===== src/rtl/ata_cyc_pkg.sv =====
package ata_cyc_pkg;
  localparam int SEL_W = 2;

  typedef enum logic [2:0] {
    ST_IDLE   = 3'd0,
    ST_WAITRQ = 3'd1,
    ST_SETUP  = 3'd2,
    ST_ACTIVE = 3'd3,
    ST_RECOV  = 3'd4,
    ST_PARK   = 3'd5
  } cyc_state_t;
endpackage


===== src/rtl/ata_phase_timer.sv =====
module ata_phase_timer #(
  parameter int W = 4
) (
  input  logic         clk,
  input  logic         rst_n,
  input  logic         load,
  input  logic [W-1:0] load_val,
  input  logic         dec,
  output logic         zero
);
  logic [W-1:0] cnt_q, cnt_d;

  // phase length is max(load_val,1): load val-1, finish when zero
  always_comb begin
    cnt_d = cnt_q;
    if (load)
      cnt_d = (load_val == '0) ? '0 : load_val - 1'b1;
    else if (dec && cnt_q != '0)
      cnt_d = cnt_q - 1'b1;
  end

  always_ff @(posedge clk or negedge rst_n) begin
    if (!rst_n) cnt_q <= '0;
    else        cnt_q <= cnt_d;
  end

  assign zero = (cnt_q == '0);
endmodule


===== src/rtl/ata_wait_timer.sv =====
module ata_wait_timer #(
  parameter int W = 8
) (
  input  logic         clk,
  input  logic         rst_n,
  input  logic         clr,
  input  logic         inc,
  input  logic [W-1:0] limit,
  output logic         expired
);
  logic [W-1:0] cnt_q, cnt_d;

  always_comb begin
    cnt_d = cnt_q;
    if (clr)                     cnt_d = '0;
    else if (inc && !expired)    cnt_d = cnt_q + 1'b1;
  end

  always_ff @(posedge clk or negedge rst_n) begin
    if (!rst_n) cnt_q <= '0;
    else        cnt_q <= cnt_d;
  end

  assign expired = (cnt_q == limit);

  // the wait counter is only advanced below its limit
  a_r8_wait_bounded: assert property (@(posedge clk) disable iff (!rst_n)
    (inc && !clr && !expired) |=> (cnt_q != '0));
endmodule


===== src/rtl/ata_cycle_engine.sv =====
module ata_cycle_engine
  import ata_cyc_pkg::*;
#(
  parameter int DW    = 16,
  parameter int CNT_W = 4,
  parameter int TO_W  = 8
) (
  input  logic             clk,
  input  logic             rst_n,
  input  logic             req_valid,
  input  logic             req_write,
  input  logic             req_dma,
  input  logic [SEL_W-1:0] req_sel,
  input  logic [DW-1:0]    req_wdata,
  output logic             req_ready,
  output logic             done,
  output logic             err,
  output logic [DW-1:0]    rd_data,
  input  logic [CNT_W-1:0] cfg_setup,
  input  logic [CNT_W-1:0] cfg_active,
  input  logic [CNT_W-1:0] cfg_recov,
  input  logic [TO_W-1:0]  cfg_timeout,
  output logic [DW-1:0]    dd_out,
  output logic             dd_oe,
  input  logic [DW-1:0]    dd_in,
  output logic             dior_n,
  output logic             diow_n,
  output logic [SEL_W-1:0] cs_n,
  output logic             dack_n,
  input  logic             iordy,
  input  logic             dmarq
);
  // reset: asynchronous assert, synchronous release
  logic [1:0] rst_sync_q;
  logic       rst_s;

  always_ff @(posedge clk or negedge rst_n) begin
    if (!rst_n) rst_sync_q <= 2'b00;
    else        rst_sync_q <= {rst_sync_q[0], 1'b1};
  end
  assign rst_s = rst_sync_q[1];

  cyc_state_t st_q, st_d;
  logic             wr_q, dma_q, err_q, done_q, hold_q;
  logic [SEL_W-1:0] sel_q;
  logic [DW-1:0]    wdata_q, rd_q;

  logic             tm_load, tm_zero, tm_dec;
  logic [CNT_W-1:0] tm_val;
  logic             wt_clr, wt_inc, wt_exp;
  logic             accept, act_end, to_hit, fin;
  logic             in_cycle;

  ata_phase_timer #(.W(CNT_W)) u_phase (
    .clk(clk), .rst_n(rst_s), .load(tm_load), .load_val(tm_val),
    .dec(tm_dec), .zero(tm_zero));

  ata_wait_timer #(.W(TO_W)) u_wait (
    .clk(clk), .rst_n(rst_s), .clr(wt_clr), .inc(wt_inc),
    .limit(cfg_timeout), .expired(wt_exp));

  assign in_cycle = (st_q == ST_SETUP) || (st_q == ST_ACTIVE) || (st_q == ST_RECOV);
  assign tm_dec   = in_cycle && !tm_load;
  assign req_ready = (st_q == ST_IDLE) ||
                     ((st_q == ST_PARK) && req_dma && dmarq);

  // next-state logic
  always_comb begin
    st_d    = st_q;
    tm_load = 1'b0;
    tm_val  = cfg_setup;
    wt_clr  = 1'b0;
    wt_inc  = 1'b0;
    accept  = 1'b0;
    act_end = 1'b0;
    to_hit  = 1'b0;
    fin     = 1'b0;
    unique case (st_q)
      ST_IDLE: if (req_valid) begin
        accept = 1'b1;
        if (req_dma && !dmarq) st_d = ST_WAITRQ;
        else begin st_d = ST_SETUP; tm_load = 1'b1; end
      end
      ST_WAITRQ: if (dmarq) begin
        st_d = ST_SETUP; tm_load = 1'b1;
      end
      ST_SETUP: if (tm_zero) begin
        st_d = ST_ACTIVE; tm_load = 1'b1; tm_val = cfg_active; wt_clr = 1'b1;
      end
      ST_ACTIVE: if (tm_zero) begin
        if (dma_q || iordy) act_end = 1'b1;
        else if (wt_exp) begin act_end = 1'b1; to_hit = 1'b1; end
        else wt_inc = 1'b1;
        if (act_end) begin
          st_d = ST_RECOV; tm_load = 1'b1; tm_val = cfg_recov;
        end
      end
      ST_RECOV: if (tm_zero) begin
        fin  = 1'b1;
        st_d = (dma_q && dmarq) ? ST_PARK : ST_IDLE;
      end
      ST_PARK: begin
        if (!dmarq) st_d = ST_IDLE;
        else if (req_valid && req_dma) begin
          accept = 1'b1; st_d = ST_SETUP; tm_load = 1'b1;
        end
      end
      default: st_d = ST_IDLE;
    endcase
  end

  // registers
  always_ff @(posedge clk or negedge rst_s) begin
    if (!rst_s) begin
      st_q    <= ST_IDLE;
      wr_q    <= 1'b0;
      dma_q   <= 1'b0;
      sel_q   <= '0;
      wdata_q <= '0;
      rd_q    <= '0;
      err_q   <= 1'b0;
      done_q  <= 1'b0;
      hold_q  <= 1'b0;
    end else begin
      st_q   <= st_d;
      done_q <= fin;
      hold_q <= act_end && wr_q;
      if (accept) begin
        wr_q    <= req_write;
        dma_q   <= req_dma;
        sel_q   <= req_sel;
        wdata_q <= req_wdata;
      end
      if (act_end && !wr_q) rd_q <= dd_in;
      if (accept)      err_q <= 1'b0;
      else if (to_hit) err_q <= 1'b1;
    end
  end

  // device-side decode from registered state
  assign dior_n  = !((st_q == ST_ACTIVE) && !wr_q);
  assign diow_n  = !((st_q == ST_ACTIVE) && wr_q);
  assign cs_n    = (in_cycle && !dma_q) ? ~sel_q : {SEL_W{1'b1}};
  assign dack_n  = !(dma_q && (in_cycle || st_q == ST_PARK));
  assign dd_oe   = (wr_q && ((st_q == ST_SETUP) || (st_q == ST_ACTIVE))) || hold_q;
  assign dd_out  = wdata_q;
  assign done    = done_q;
  assign err     = err_q;
  assign rd_data = rd_q;

  // never both strobes low
  a_r2_one_strobe: assert property (@(posedge clk) disable iff (!rst_s)
    !(!dior_n && !diow_n));
  // no bus drive while the device may drive
  a_r5_no_oe_on_read: assert property (@(posedge clk) disable iff (!rst_s)
    !dior_n |-> !dd_oe);
  // acknowledge only follows a device request
  a_r9_dack_needs_rq: assert property (@(posedge clk) disable iff (!rst_s)
    $fell(dack_n) |-> $past(dmarq));
  // done is a single-clock pulse
  a_r3_done_single: assert property (@(posedge clk) disable iff (!rst_s)
    done |=> !done);
  // acknowledge released when request drops while parked
  a_r10_park_release: assert property (@(posedge clk) disable iff (!rst_s)
    (st_q == ST_PARK && !dmarq) |=> dack_n);
  // exactly one target qualifier during a strobe
  a_r6_one_target: assert property (@(posedge clk) disable iff (!rst_s)
    (!dior_n || !diow_n) |-> ((cs_n != {SEL_W{1'b1}}) != !dack_n));
endmodule


===== config.mk =====
export PLATFORM = sky130hd
export DESIGN_NAME = ata_cycle_engine
export DESIGN_NICKNAME = d
export VERILOG_FILES = /design/src/rtl/ata_cyc_pkg.sv /design/src/rtl/ata_phase_timer.sv /design/src/rtl/ata_wait_timer.sv /design/src/rtl/ata_cycle_engine.sv
export SDC_FILE = /design/constraint.sdc
export NUM_CORES = 1
export LEC_CHECK = 0
export ABC_CLOCK_PERIOD_IN_PS = 2050
export BUFFER_PORTS_ARGS = -buffer_cell sky130_fd_sc_hd__buf_2
export CORE_ASPECT_RATIO = 0.9
export CORE_MARGIN = 3
export CORE_UTILIZATION = 31
export CTS_CLUSTER_SIZE = 30
export DETAILED_ROUTE_END_ITERATION = 8
export SYNTH_ARGS = -nofsm -noshare
export SYNTH_HDL_FRONTEND = slang
export SYNTH_SLANG_ARGS = --single-unit

===== constraint.sdc =====
create_clock -name clk -period 2.05 [get_ports clk]
set_input_delay 0.41 -clock clk [delete_from_list [all_inputs] [get_ports clk]]
set_output_delay 0.41 -clock clk [all_outputs]
set_load 0.01 [all_outputs]

==> impl_metrics.py <==
metrics = {
    "setup_path": {
        "start_kind": "flop",
        "cp.arrival_ps": 2450,
        "crit_fanout": 4,
        "endpoint_kind": "flop",
        "crit_type": "reg2reg",
        "crit_path_start": "u_phase.cnt_q[0]",
        "rr_startpoint": "u_phase.cnt_q[0]",
        "worstPathRequired_ps": 2280,
    },
    "drt": {
        "drtIter0Drc": 72,
        "remaining_drc_errors": 0,
        "routedWlPerCell_um": 14.5,
        "ant_nets": 0,
        "vias_per_cell": 4.71,
        "wl_mm": 7.24,
        "drt_first_pass_iters": 4,
        "vias": 2360,
    },
    "sta": {
        "fin_crit_sh_pct": 108,
        "rsz0062_at_grt": "yes",
        "fmax_mhz": 450,
        "slew_viol_final": 0,
        "hold_violations": 0,
        "fin_skew_ps": 13.8,
        "worst_slack_ps": -173,
        "holdWs_ps": 158,
        "fin_tns_setup_ps": -1990,
        "finalSetupViolCount": 20,
        "fin_crit_ps": 2220,
    },
    "die": {
        "die_area_um2": 9990,
        "start_util_pct": 33.0,
        "ios": 102,
        "die_w_um": 105,
        "fp.dieH_um": 95.1,
        "fp.coreArea_um2": 8300,
        "rows": 31,
    },
    "clock_network": {
        "clock-root-buffer": "clkbuf_8",
        "cts_buffer_depth": 2,
        "tritoncts": "built",
        "clk_latency_ps": 320,
        "numCtsBuffers": 5,
        "h-tree-depth": 2,
        "cts.sinks": 56,
        "worst_setup_hold_path_clk_slew_ps": 120,
    },
    "global_route": {
        "grt_max_degree": 44,
        "track_usage_pct": 14.6,
        "grt_overflow": 0,
        "first_global_vias": 2542,
        "grt_antenna_before_repair": 0,
        "grt_pass1_wl_mm": 11.7,
    },
    "power_and_ir_drop": {
        "switching_share_pct": 36.1,
        "p_switching_w": 0.00177,
        "clkPwrFrac_pct": 15.7,
        "total_power_w": 0.00489,
        "powerDensity_nw_per_um2": 1230,
        "p_leak_nw": 1.99,
        "internal_power_w": 0.00312,
        "power_frac_comb_pct": 46.8,
        "p_seq_share_pct": 37.5,
        "vdd_ir_drop_max_uv": 676,
    },
    "placed_design": {
        "portBuffers": 101,
        "dp_hpwl_mm": 5.33,
        "place.gp.congestion": 0.795,
        "post-place-ws_ps": -256,
    },
    "finish": {
        "area_growth_pct": 45.7,
        "num-nets-final": 448,
        "antenna_cells": 0,
        "drive_gt1_share_pct": 55.4,
    },
    "synthesis": {
        "syn_area_um2": 2740,
        "seq_area_frac_synth_pct": 51.2,
        "synth_edf_count": 0,
        "synth_top_area_share_pct": 51.2,
        "yosys-top-cells-area": "dfrtp_1 (51%), mux2_2 (14%), xor2_1 (4.5%)",
        "synth_seq_cells": 56,
        "yosysUniqueCellTypes": 52,
        "synth_flop_cell": "dfrtp_1",
        "syn_inst": 243,
        "synth.largest_area_cell": "dfrtp_1",
        "avgSynthCellArea_um2": 11.3,
        "syn_nets": 306,
        "ys_async_sr_fraction_pct": 100,
        "ys.warnings.count": 0,
    },
    "outcome": {
        "outcome": "finished with violations",
        "violations": "negative setup slack",
    },
    "flow_run": {
        "cap_violations": 0,
    },
    "min_path": {
        "hold_path.class": "reg2async",
    },
}
==> cell families after synthesis <==
kind of cell,Yosys count,synth area share (%)
flops,56,51.2
other cells,1,0.137
buf+inv,13,2.01
mux,37,15.2
simple gates,76,14.5
xor+xnor,18,5.76
fa+ha+maj,2,0.915
compound gates,40,10.2
==> metal layers <==
metal / track usage, % / wire length (um) / up-vias
li1: - / - / 1147
met1: 18.4 / 3230 / 1122
met2: 24.5 / 3370 / 84
met3: 4.67 / 561 / 7
met4: 3.83 / 86 / 0
met5: 0 / 0 / -
==> path summary, 6_finish.rpt <==
kind,end,cells after the start,slack [ps]
min,u_wait.cnt_q[1],0,160
min reg2reg,u_wait.cnt_q[1],0,160
min in group clk,rd_data[11],2,310
max reg2reg,u_phase.cnt_q[1],9,-170
max in group asynchronous,st_q[0],1,1360
max,u_phase.cnt_q[1],9,-170
==> worst max-delay path: stages, from the launching register on <==
cell,delay [ps]
dfrtp_1,420
inv_2,90
ha_4,140
or3b_4,420
nor3_4,210
a22o_1,160
a211o_2,150
nor2_1,60
or3_1,310
a22oi_1,180
==> per-stage QoR <==
stage / std cells / instance area, um^2 / utilization, %
final: 501 / 3990 / 48.0
after global routing: 501 / 3990 / 48.0
after CTS: 498 / 3950 / 47.6
after detailed placement: 484 / 3710 / 44.6
after global placement: 484 / 3710 / 44.6
after floorplan: 243 / 2800 / -
==> cells in the final DEF, fill, tap and decap left out, drive strengths merged, types with 2 or more instances in the layout <==
cell type | synthesis | layout
o21ai | 12 | 12
nand4 | 3 | 3
clkbuf | 4 | 6
buf | 5 | 142
a211o | 2 | 2
nor3 | 6 | 6
and3 | 4 | 4
xor2 | 14 | 14
nand3 | 5 | 5
nand2b | 2 | 2
o31ai | 2 | 2
a22o | 3 | 3
nor2b | 3 | 3
mux2 | 36 | 36
and2 | 3 | 3
dfrtp | 56 | 56
a2bb2oi | 2 | 2
a221o | 2 | 2
ha | 2 | 2
nor2 | 16 | 16
nor4 | 3 | 3
nand2 | 23 | 23
xnor2 | 4 | 4
or3 | 2 | 2
a21oi | 7 | 7
inv | 4 | 5
==> Yosys cell counts, drive strengths merged, types with 2 or more instances <==
cell type and instances:
nor4 3, nand2b 2, clkbuf 4, a22o 3, nand4 3, nand2 23, inv 4, nand3 5
dfrtp 56, ha 2, nor3 6, and3 4, buf 5, o31ai 2, o21ai 12, and2 3
xnor2 4, a221o 2, a2bb2oi 2, xor2 14, nor2 16, a21oi 7, a211o 2, nor2b 3
mux2 36, or3 2
==> state kept, by name (all words and copies together), names as in the netlist, 2 cells and up <==
name / cells
dd_out: 16
rd_data: 16
rst_sync_q: 2
sel_q: 2
st_q: 3
u_phase.cnt_q: 4
u_wait.cnt_q: 8
==> area by class of cell <==
cell class / count / area [um^2]
tap: 115 / 144
fill: 803 / 4320
clock buffer: 5 / 68.8
inverter: 4 / 15.0
multi-input combinational: 174 / 1430
sequential: 56 / 1400
clock inverter: 3 / 46.3
timing repair buffer: 144 / 873
==> timing repair <==
action / in CTS / in global routing
resized for setup: 19 / 7
hold buffers: 1 / 0
endpoints found under the setup margin: 22 / 27
endpoints found under the hold margin: 2 / 0
pin swaps: 6 / 2
setup buffers: 5 / 3
==> power by group through the flow <==
stage	combinational, W	sequential, W	clock, W
after floorplan	0.00110	0.00198	0
after global placement	0.00207	0.00185	0
after detailed placement	0.00210	0.00186	0
after CTS	0.00223	0.00186	0.000792
after global routing	0.00250	0.00190	0.000830
final	0.00229	0.00184	0.000768
Power figures use the tool's default switching activity.
